<file path="src/rtl/cm_regfile_pkg.sv">
package cm_regfile_pkg;

  // word indices of the register map
  localparam int W_PRIM      = 'h00;
  localparam int W_RAS_HDR   = 'h01;
  localparam int W_LINK_HDR  = 'h02;
  localparam int W_HDM_HDR   = 'h03;
  localparam int W_XSEC_HDR  = 'h04;
  localparam int W_SNOOP_HDR = 'h05;

  localparam int W_RAS_BASE  = 'h10;
  localparam int W_LINK_BASE = 'h18;
  localparam int W_XSEC_BASE = 'h1C;
  localparam int W_SNP_BASE  = 'h1E;
  localparam int W_HDM_BASE  = 'h20;

  localparam int W_DEC_CAP   = 'h20;
  localparam int W_DEC_CTRL  = 'h28;

  localparam int CTRL_COMMIT_B    = 9;
  localparam int CTRL_COMMITTED_B = 10;
  localparam int CTRL_ERR_B       = 11;

  localparam logic [31:0] DEC_CAP_VAL = 32'h0000_0310;

  localparam int RAS_SLOTS = 3;
  localparam int HDM_SLOTS = 8;
  localparam int HDM_CTRL_SLOT = 5;

  function automatic logic [7:0] cap_count(input logic [2:0] t);
    case (t)
      3'd2, 3'd3, 3'd4: cap_count = 8'd3;
      3'd5:             cap_count = 8'd5;
      default:          cap_count = 8'd2;
    endcase
  endfunction

  function automatic logic is_dev_like(input logic [2:0] t);
    is_dev_like = (t == 3'd1) || (t == 3'd3) || (t == 3'd4);
  endfunction

  function automatic logic [31:0] sub_hdr(input int ptr, input int ver, input int id);
    sub_hdr = {12'(ptr), 4'(ver), 16'(id)};
  endfunction

  function automatic logic [31:0] merge_wr(input logic [31:0] old_v,
                                           input logic [31:0] new_v,
                                           input logic [31:0] msk);
    merge_wr = (new_v & msk) | (old_v & ~msk);
  endfunction

  // RAS stored words: uncorrectable mask, severity, correctable mask
  function automatic int ras_word(input int s);
    case (s)
      0:       ras_word = W_RAS_BASE + 1;
      1:       ras_word = W_RAS_BASE + 2;
      default: ras_word = W_RAS_BASE + 4;
    endcase
  endfunction

  function automatic logic [31:0] ras_mask(input int s);
    ras_mask = (s == 2) ? 32'h0000_007F : 32'h0001_CFFF;
  endfunction

  // decoder stored words
  function automatic int hdm_word(input int s);
    case (s)
      0:       hdm_word = W_HDM_BASE + 'h1;
      1:       hdm_word = W_HDM_BASE + 'h4;
      2:       hdm_word = W_HDM_BASE + 'h5;
      3:       hdm_word = W_HDM_BASE + 'h6;
      4:       hdm_word = W_HDM_BASE + 'h7;
      5:       hdm_word = W_HDM_BASE + 'h8;
      6:       hdm_word = W_HDM_BASE + 'h9;
      default: hdm_word = W_HDM_BASE + 'hA;
    endcase
  endfunction

  function automatic logic [31:0] hdm_mask(input int s, input logic dev_like);
    case (s)
      0:       hdm_mask = 32'h0000_0003;
      1, 3:    hdm_mask = 32'hF000_0000;
      5:       hdm_mask = 32'h0000_13FF;
      6:       hdm_mask = dev_like ? 32'hF000_0000 : 32'hFFFF_FFFF;
      default: hdm_mask = 32'hFFFF_FFFF;
    endcase
  endfunction

endpackage

</file>
<file path="src/rtl/cm_cap_chain.sv">
module cm_cap_chain
  import cm_regfile_pkg::*;
#(
  parameter int IDX_W = 6
) (
  input  logic [2:0]       comp_type,
  input  logic [IDX_W-1:0] idx,
  output logic [31:0]      rdata
);

  logic [7:0] cnt;
  assign cnt = cap_count(comp_type);

  always_comb begin
    rdata = '0;
    if (idx == IDX_W'(W_PRIM))
      rdata = {cnt, 4'd1, 4'd1, 16'h0001};
    else if (idx == IDX_W'(W_RAS_HDR))
      rdata = sub_hdr(W_RAS_BASE, 2, 2);
    else if (idx == IDX_W'(W_LINK_HDR))
      rdata = sub_hdr(W_LINK_BASE, 2, 4);
    else if (idx == IDX_W'(W_HDM_HDR) && cnt >= 8'd3)
      rdata = sub_hdr(W_HDM_BASE, 1, 5);
    else if (idx == IDX_W'(W_XSEC_HDR) && cnt >= 8'd5)
      rdata = sub_hdr(W_XSEC_BASE, 1, 6);
    else if (idx == IDX_W'(W_SNOOP_HDR) && cnt >= 8'd5)
      rdata = sub_hdr(W_SNP_BASE, 1, 8);
  end

endmodule

</file>
<file path="src/rtl/cm_ras_bank.sv">
module cm_ras_bank
  import cm_regfile_pkg::*;
#(
  parameter int IDX_W = 6
) (
  input  logic             clk,
  input  logic             rst,
  input  logic             wr_en,
  input  logic [IDX_W-1:0] idx,
  input  logic [31:0]      wdata,
  output logic [31:0]      rdata
);

  logic [31:0] slot_q [RAS_SLOTS];

  for (genvar s = 0; s < RAS_SLOTS; s++) begin : g_slot
    localparam logic [31:0] MSK = ras_mask(s);
    logic [31:0] q;
    logic        sel;
    assign sel = (idx == IDX_W'(ras_word(s)));
    always_ff @(posedge clk) begin
      if (rst)
        q <= MSK;
      else if (wr_en && sel)
        q <= merge_wr(q, wdata, MSK);
    end
    assign slot_q[s] = q;
  end

  // status and control words have no writable bits and read zero
  always_comb begin
    rdata = '0;
    for (int s = 0; s < RAS_SLOTS; s++)
      if (idx == IDX_W'(ras_word(s)))
        rdata = slot_q[s];
  end

endmodule

</file>
<file path="src/rtl/cm_hdm_bank.sv">
module cm_hdm_bank
  import cm_regfile_pkg::*;
#(
  parameter int IDX_W = 6
) (
  input  logic             clk,
  input  logic             rst,
  input  logic             present,
  input  logic             dev_like,
  input  logic             wr_en,
  input  logic [IDX_W-1:0] idx,
  input  logic [31:0]      wdata,
  output logic [31:0]      rdata
);

  logic [31:0] slot_q [HDM_SLOTS];

  for (genvar s = 0; s < HDM_SLOTS; s++) begin : g_slot
    logic [31:0] q;
    logic [31:0] msk;
    logic [31:0] merged;
    logic        sel;
    assign msk    = hdm_mask(s, dev_like);
    assign merged = merge_wr(q, wdata, msk);
    assign sel    = present && (idx == IDX_W'(hdm_word(s)));
    if (s == HDM_CTRL_SLOT) begin : g_ctrl
      logic [31:0] acked;
      always_comb begin
        acked = merged;
        if (wdata[CTRL_COMMIT_B]) begin
          acked[CTRL_COMMIT_B]    = 1'b0;
          acked[CTRL_ERR_B]       = 1'b0;
          acked[CTRL_COMMITTED_B] = 1'b1;
        end
      end
      always_ff @(posedge clk) begin
        if (rst)
          q <= '0;
        else if (wr_en && sel)
          q <= acked;
      end
    end else begin : g_plain
      always_ff @(posedge clk) begin
        if (rst)
          q <= '0;
        else if (wr_en && sel)
          q <= merged;
      end
    end
    assign slot_q[s] = q;
  end

  always_comb begin
    rdata = '0;
    if (present) begin
      if (idx == IDX_W'(W_DEC_CAP))
        rdata = DEC_CAP_VAL;
      for (int s = 0; s < HDM_SLOTS; s++)
        if (idx == IDX_W'(hdm_word(s)))
          rdata = slot_q[s];
    end
  end

endmodule

</file>
<file path="src/rtl/cm_regfile.sv">
module cm_regfile
  import cm_regfile_pkg::*;
#(
  parameter int IDX_W = 6
) (
  input  logic             clk,
  input  logic             rst,
  input  logic [2:0]       comp_type,
  input  logic             req_valid,
  input  logic             req_write,
  input  logic             req_wide,
  input  logic [IDX_W-1:0] req_addr,
  input  logic [31:0]      req_wdata,
  output logic             rsp_valid,
  output logic [31:0]      rsp_rdata
);

  logic        acc_ok;
  logic        wr_en;
  logic        hdm_on;
  logic [31:0] rd_cap, rd_ras, rd_hdm, rd_all;

  assign acc_ok = req_valid && !req_wide;
  assign wr_en  = acc_ok && req_write;
  assign hdm_on = cap_count(comp_type) >= 8'd3;

  cm_cap_chain #(.IDX_W(IDX_W)) u_cap (
    .comp_type (comp_type),
    .idx       (req_addr),
    .rdata     (rd_cap)
  );

  cm_ras_bank #(.IDX_W(IDX_W)) u_ras (
    .clk   (clk),
    .rst   (rst),
    .wr_en (wr_en),
    .idx   (req_addr),
    .wdata (req_wdata),
    .rdata (rd_ras)
  );

  cm_hdm_bank #(.IDX_W(IDX_W)) u_hdm (
    .clk      (clk),
    .rst      (rst),
    .present  (hdm_on),
    .dev_like (is_dev_like(comp_type)),
    .wr_en    (wr_en),
    .idx      (req_addr),
    .wdata    (req_wdata),
    .rdata    (rd_hdm)
  );

  // groups occupy disjoint word ranges, each returns zero when not addressed
  assign rd_all = rd_cap | rd_ras | rd_hdm;

  always_ff @(posedge clk) begin
    if (rst) begin
      rsp_valid <= 1'b0;
      rsp_rdata <= '0;
    end else begin
      rsp_valid <= req_valid;
      rsp_rdata <= (acc_ok && !req_write) ? rd_all : '0;
    end
  end

endmodule

</file>
<file path="config.mk">
export PLATFORM = sky130hd
export DESIGN_NAME = cm_regfile
export DESIGN_NICKNAME = d
export VERILOG_FILES = /design/src/rtl/cm_regfile_pkg.sv /design/src/rtl/cm_cap_chain.sv /design/src/rtl/cm_ras_bank.sv /design/src/rtl/cm_hdm_bank.sv /design/src/rtl/cm_regfile.sv
export SDC_FILE = /design/constraint.sdc
export NUM_CORES = 1
export LEC_CHECK = 0
export ABC_AREA = 0
export BUFFER_PORTS_ARGS = -buffer_cell sky130_fd_sc_hd__clkbuf_2
export CELL_PAD_IN_SITES_DETAIL_PLACEMENT = 0
export CELL_PAD_IN_SITES_GLOBAL_PLACEMENT = 2
export CORE_UTILIZATION = 30
export CTS_CLUSTER_SIZE = 16
export DETAILED_ROUTE_END_ITERATION = 10
export PLACE_DENSITY_LB_ADDON = 0.1
export SLEW_MARGIN = 10
export SYNTH_ARGS = -nofsm -noshare
export SYNTH_HDL_FRONTEND = slang
export SYNTH_HIERARCHICAL = 1
export SYNTH_SLANG_ARGS = --single-unit
</file>
<file path="constraint.sdc">
create_clock -name clk -period 7.2 [get_ports clk]
set_input_delay 2.16 -clock clk [delete_from_list [all_inputs] [get_ports clk]]
set_output_delay 2.16 -clock clk [all_outputs]
set_load 0.05 [all_outputs]
</file>
Word-level counts from Yosys, hierarchy flattened

Index checks and enable logic that the tools add are counted.

Latch bits: 0
ROM bits: 0
Register bits: 385
Output and inout bits: 33
Memory bits (writable): 0
Memories: 0

Add/sub/neg operators: 0
Equal/unequal tests: 30
Magnitude comparators: 2
Div/mod/pow operators: 0
Bitwise gates (word level): 14
Mux-type cells: 30
Shifts and indexed selects: 0
Reduce and logical (&&, ||, !) cells: 32
Multipliers: 0

Operators with widths:

| cell                                                                  | count |
|---|---|
| 32-bit two-way mux                                                    | 17 |
| 32-bit OR                                                             | 3 |
| 32-bit bitwise AND                                                    | 2 |
| 17-bit by 32-bit OR with 32-bit output                                | 2 |
| 32-bit by 28-bit OR with 32-bit output                                | 2 |
| 6-bit equality test, second input constant                            | 9 |
| 6-bit equality test                                                   | 8 |
| 6-bit two-way mux                                                     | 8 |
| 32-bit NOT                                                            | 1 |
| 13-bit by 32-bit OR with 32-bit output                                | 1 |
| 2-bit by 32-bit OR with 32-bit output                                 | 1 |
| 7-bit by 32-bit OR with 32-bit output                                 | 1 |
| 28-bit two-way mux                                                    | 1 |
| 1-bit logical AND                                                     | 25 |
| 25-bit two-way mux                                                    | 1 |
| 6-bit by 5-bit equality test with 1-bit output, second input constant | 3 |
| 6-bit by 2-bit equality test with 1-bit output, second input constant | 2 |
| 6-bit by 3-bit equality test with 1-bit output, second input constant | 2 |
| 10-bit two-way mux                                                    | 1 |
| 3-bit by 2-bit equality test with 1-bit output, second input constant | 2 |
| 3-bit equality test, second input constant                            | 2 |
| 6-bit by 1-bit equality test with 1-bit output, second input constant | 1 |
| 6-bit zero test                                                       | 1 |
| 3-bit case mux with 2 select lines                                    | 1 |
| other kinds (9)                                                       | 11 |

Depth between registers and ports, before layout

Depth in word-level cells: 16
Mapped depth: 8

Hierarchy

The synthesis kept the hierarchy.

Modules (own cells, without submodules):

| module       | times used | area each (um2) | cells each |
|---|---|---|---|
| cm_hdm_bank  | 1          | 6520.0          | 845 |
| cm_ras_bank  | 1          | 1804.2          | 198 |
| cm_regfile   | 1          | 1037.2          | 74 |
| cm_cap_chain | 1          | 381.6           | 58 |

Least setup slack after synthesis

Ideal clock, no wire load.

Path type: input to register
Start: in req_addr[2]
End: reg rsp_rdata[4]
Data arrival time: 3.681 ns
Cell stages on the path: 8
Required time: 7.080 ns
Slack: 3.400 ns
Cells stage by stage: buf_2 -> nand2b_1 -> buf_2 -> nor2_2 -> buf_2 -> mux2i_1 -> o22ai_1 -> o31a_1

Longest elaborated chain between the ends: 12
Elaborated cells on any way between the ends: 39

RTL lines:

| what                             | RTL line          | text |
|---|---|---|
| start: declaration               | cm_regfile.sv:12  | `input logic [IDX_W-1:0] req_addr,` |
| 6-bit equality test              | cm_hdm_bank.sv:56 | `if (idx == IDX_W'(W_DEC_CAP))` |
| 10-bit two-way mux               | cm_hdm_bank.sv:56 |  |
| 32-bit two-way mux (7 in series) | cm_hdm_bank.sv:59 | `if (idx == IDX_W'(hdm_word(s)))` |
| 32-bit two-way mux *             | cm_hdm_bank.sv:59 |  |
| 32-bit two-way mux *             | cm_hdm_bank.sv:55 | `if (present) begin` |
| net rd_hdm[4]                    | cm_regfile.sv:21  | `logic [31:0] rd_cap, rd_ras, rd_hdm, rd_all;` |
| 32-bit OR *                      | cm_regfile.sv:54  | `assign rd_all = rd_cap \| rd_ras \| rd_hdm;` |
| end signal: assignment           | cm_regfile.sv:62  | `rsp_rdata <= (acc_ok && !req_write) ? rd_all : '0;` |
| end: declaration                 | cm_regfile.sv:15  | `output logic [31:0] rsp_rdata` |

Mark *: on every way through the listed nets, which the timed path passes. The rest lies on a longest branch.
A chain may end at the register's enable or synchronous reset.

Worst setup path after layout

Start: in req_addr[1]
End: reg u_hdm.g_slot[6].q[5]

Longest elaborated chain between the ends: 3

RTL lines:

| what                   | RTL line          | text |
|---|---|---|
| 6-bit equality test    | cm_hdm_bank.sv:25 | `assign sel = present && (idx == IDX_W'(hdm_word(s)));` |
| 1-bit logical AND      | cm_hdm_bank.sv:25 |  |
| 1-bit logical AND      | cm_hdm_bank.sv:46 | `else if (wr_en && sel)` |
| end signal: assignment | cm_hdm_bank.sv:47 | `q <= merged;` |
| end: declaration       | cm_hdm_bank.sv:19 | `logic [31:0] q;` |

Every way passes these cells.

==> impl_metrics.json <==
{
  "p_comb_frac": 0.057,
  "p_total_mw": 2.81,
  "crit_fanout": 28,
  "grt_pass1_vias": 8081,
  "p_int_mw": 2.14,
  "power_frac_clock": 0.509,
  "fin_tns_setup_ns": 0,
  "cp-start-kind": "primary input",
  "gp_congestion": 0.732,
  "vdd_drop_max_mv": 0.169,
  "slew_viol_final": 0,
  "dpl_cell_area_sq_mm": 0.0102,
  "fmax_ghz": 0.230,
  "status": "completed",
  "ys_seq_elements": 219,
  "total_leakage_power_nw": 4.06,
  "grt_pass1_wl_um": 51200,
  "relSlewSlack": 0.336,
  "drtPass1Iterations": 5,
  "synth_edf_count": 0,
  "finalSetupViolCount": 0,
  "crit_path_end_kind": "register",
  "clockBufferDepth": 3,
  "critPathMaxStageDelay_ns": 1.26,
  "wire_per_inst_um": 20.8,
  "finalCritPeriodShare": 0.604,
  "cts-hold-fix-buffers": 0,
  "grt_overflow_total": 0,
  "rsz0062_at_grt": "no",
  "io_buffers": 78,
  "ant_nets": 0,
  "nets": 1251,
  "fillCellCount": 3342,
  "syn_area_sq_mm": 0.00974,
  "layout-drive-gt1-share": 0.132,
  "syn_area_per_cell_sq_um": 8.29,
  "rows": 65,
  "async_flop_share": 0,
  "grt_antenna_before_repair": 0,
  "seq_power_share": 0.434,
  "ys_warn_count": 6,
  "p_switching_uw": 662,
  "vias": 8282,
  "grt_max_degree": 120,
  "hold_class": "reg2reg",
  "slowest_stage": "or4_2",
  "stdcell_area_sq_mm": 0.0112,
  "worstSkewPairLatency_ns": 0.54,
  "crit_type": "in2reg",
  "htree_levels": 1,
  "yosysSeqAreaShare": 0.450,
  "cts_tree": "yes",
  "ys.flop_type": "dfxtp_1",
  "fin_worst_skew_ns": 0.0164,
  "grt_usage": 0.202,
  "routed_wl_um": 33800,
  "post_cts_resize_count": 0,
  "die_h_um": 182,
  "clockRootBuffer": "clkbuf_16",
  "syn2layout_area_growth_pct": 14.7,
  "core_region_area_sq_mm": 0.0317,
  "synth.distinct_cells": 58,
  "first_iter_violations": 573,
  "cts.sinks": 219,
  "power_density_mw_per_mm2": 251,
  "cp.required_ns": 7.58,
  "die_area_sq_mm": 0.0332,
  "io_pins": 79,
  "hold_violations": 0,
  "p_sw_frac": 0.236,
  "drc": 0,
  "cts_setup_buffers": 0,
  "holdWs_ns": 0.449,
  "path_cells": "clkbuf_2 -> nand4bb_1 -> or4_2 -> nand2_1 -> a21oi_1",
  "drv_cap": 0,
  "cts-buffers-inserted": 28,
  "syn-instance-count": 1175,
  "start_util": 0.307,
  "clk_pin_slew_worst_paths_ns": 0.06,
  "cp.arrival_ns": 4.73,
  "period_minus_slack_ns": 4.35,
  "via_per_inst": 5.09,
  "place_hpwl_um": 20500,
  "tightest_slew_ns": 0.996,
  "die_w_um": 182,
  "antennaDiodeCount": 0
}
==> cells in the mapped netlist, types with 3 or more instances <==
master | number | area (sq um)
nand2_1 | 255 | 957
nor3_2 | 3 | 30.0
nor2_1 | 97 | 364
a211oi_1 | 9 | 67.6
mux2i_1 | 65 | 651
o21ai_0 | 27 | 135
o31ai_1 | 8 | 60.1
xor2_1 | 3 | 26.3
nor4_2 | 3 | 37.5
o31a_1 | 32 | 280
nor3_1 | 5 | 25.0
a21oi_1 | 166 | 831
o2bb2ai_1 | 7 | 61.3
dfxtp_1 | 219 | 4380
buf_6 | 6 | 67.6
buf_2 | 23 | 115
nor2b_1 | 15 | 93.8
o22ai_1 | 8 | 50.1
nand3_1 | 14 | 70.1
and3b_1 | 3 | 26.3
a22oi_1 | 31 | 233
buf_4 | 37 | 278
and2_1 | 4 | 25.0
and3_1 | 4 | 25.0
o2111ai_1 | 4 | 35.0
nand2b_1 | 8 | 50.1
clkbuf_1 | 58 | 218
or3_1 | 4 | 25.0
a221oi_1 | 16 | 140
==> registers in the layout (all words and copies together), names as in the netlist <==
name,cells
rsp_rdata,32
rsp_valid,1
u_hdm/g_slot.q,149
u_ras/g_slot.q,37
==> worst paths after layout <==
kind	cells past startpoint	endpoint	slack, ns	startpoint
worst max-delay path	5	u_hdm/g_slot[6].q[5]$_SDFFE_PP0P_	2.85	req_addr[1]
worst min-delay path	2	u_hdm/g_slot[7].q[5]$_SDFFE_PP0P_	0.45	u_hdm/g_slot[7].q[5]$_SDFFE_PP0P_
worst max register to register	4	rsp_rdata[8]$_SDFF_PP0_	5.77	u_hdm/g_slot[2].q[8]$_SDFFE_PP0P_
worst min register to register	2	u_hdm/g_slot[7].q[5]$_SDFFE_PP0P_	0.45	u_hdm/g_slot[7].q[5]$_SDFFE_PP0P_
==> cell families (layout without fill, tap and decap cells) <==
group / after synthesis / in the layout / synth area share
buffers and inverters: 129 / 144 / 0.0717
AND/OR/NAND/NOR: 440 / 440 / 0.206
multiplexers: 67 / 67 / 0.0691
AO/OA/AOI/OAI: 314 / 314 / 0.199
other: 2 / 36 / 0.000771
XOR/XNOR: 4 / 4 / 0.00360
flip-flops: 219 / 219 / 0.450
==> metrics by stage <==
| step | utilization | setup slack, ns | cells |
|---|---|---|---|
| after floorplan | - | 3.40 | 1209 |
| after global placement | 0.323 | 2.32 | 1577 |
| after detailed placement | 0.323 | 2.33 | 1577 |
| after CTS | 0.352 | 2.88 | 1626 |
| after global routing | 0.352 | 2.62 | 1626 |
| final | 0.352 | 2.85 | 1626 |
==> placed cells by master, fill, tap and decap left out, types with 15 or more instances in the layout <==
master,count
nand2_1,255
dfxtp_1,219
a21oi_1,166
nor2_1,95
clkbuf_2,77
mux2i_1,65
conb_1,36
o31a_1,32
a22oi_1,31
clkbuf_16,29
o21ai_0,27
a221oi_1,16
buf_4,15
==> power groups by stage <==
stage / clock network [mW] / logic [mW] / registers [mW]
after floorplan: 0 / 0.0930 / 1.26
after global placement: 0 / 0.163 / 1.24
after detailed placement: 0 / 0.162 / 1.24
after CTS: 1.46 / 0.162 / 1.22
after global routing: 1.51 / 0.175 / 1.22
final: 1.43 / 0.160 / 1.22
==> cell type report <==
cell class	count	area, sq um	share of cell area
timing repair buffer	93	509	0.0456
clock buffer	41	821	0.0735
clock inverter	8	115	0.0103
sequential	219	4380	0.392
tap	402	503	0.0450
multi-input combinational	861	4830	0.433
inverter	2	7.51	0.000672
==> worst max-delay path: cells and delay by family <==
family,cells,cell delay (ns)
and+or+nand+nor,3,2.15
buffers and inverters,1,0.32
AOI/OAI and AO/OA,1,0.08
==> metal layers <==
| layer | global-route usage | vias to the layer above | routed length [um] |
|---|---|---|---|
| met2 | 0.326 | 155 | 15300 |
| li1 | - | 4063 | - |
| met1 | 0.291 | 4034 | 16700 |
| met3 | 0.0251 | 30 | 1310 |
| met5 | 0 | - | 0 |
| met4 | 0.0363 | 0 | 451 |
Note: power is estimated with default switching activity, not from simulation.
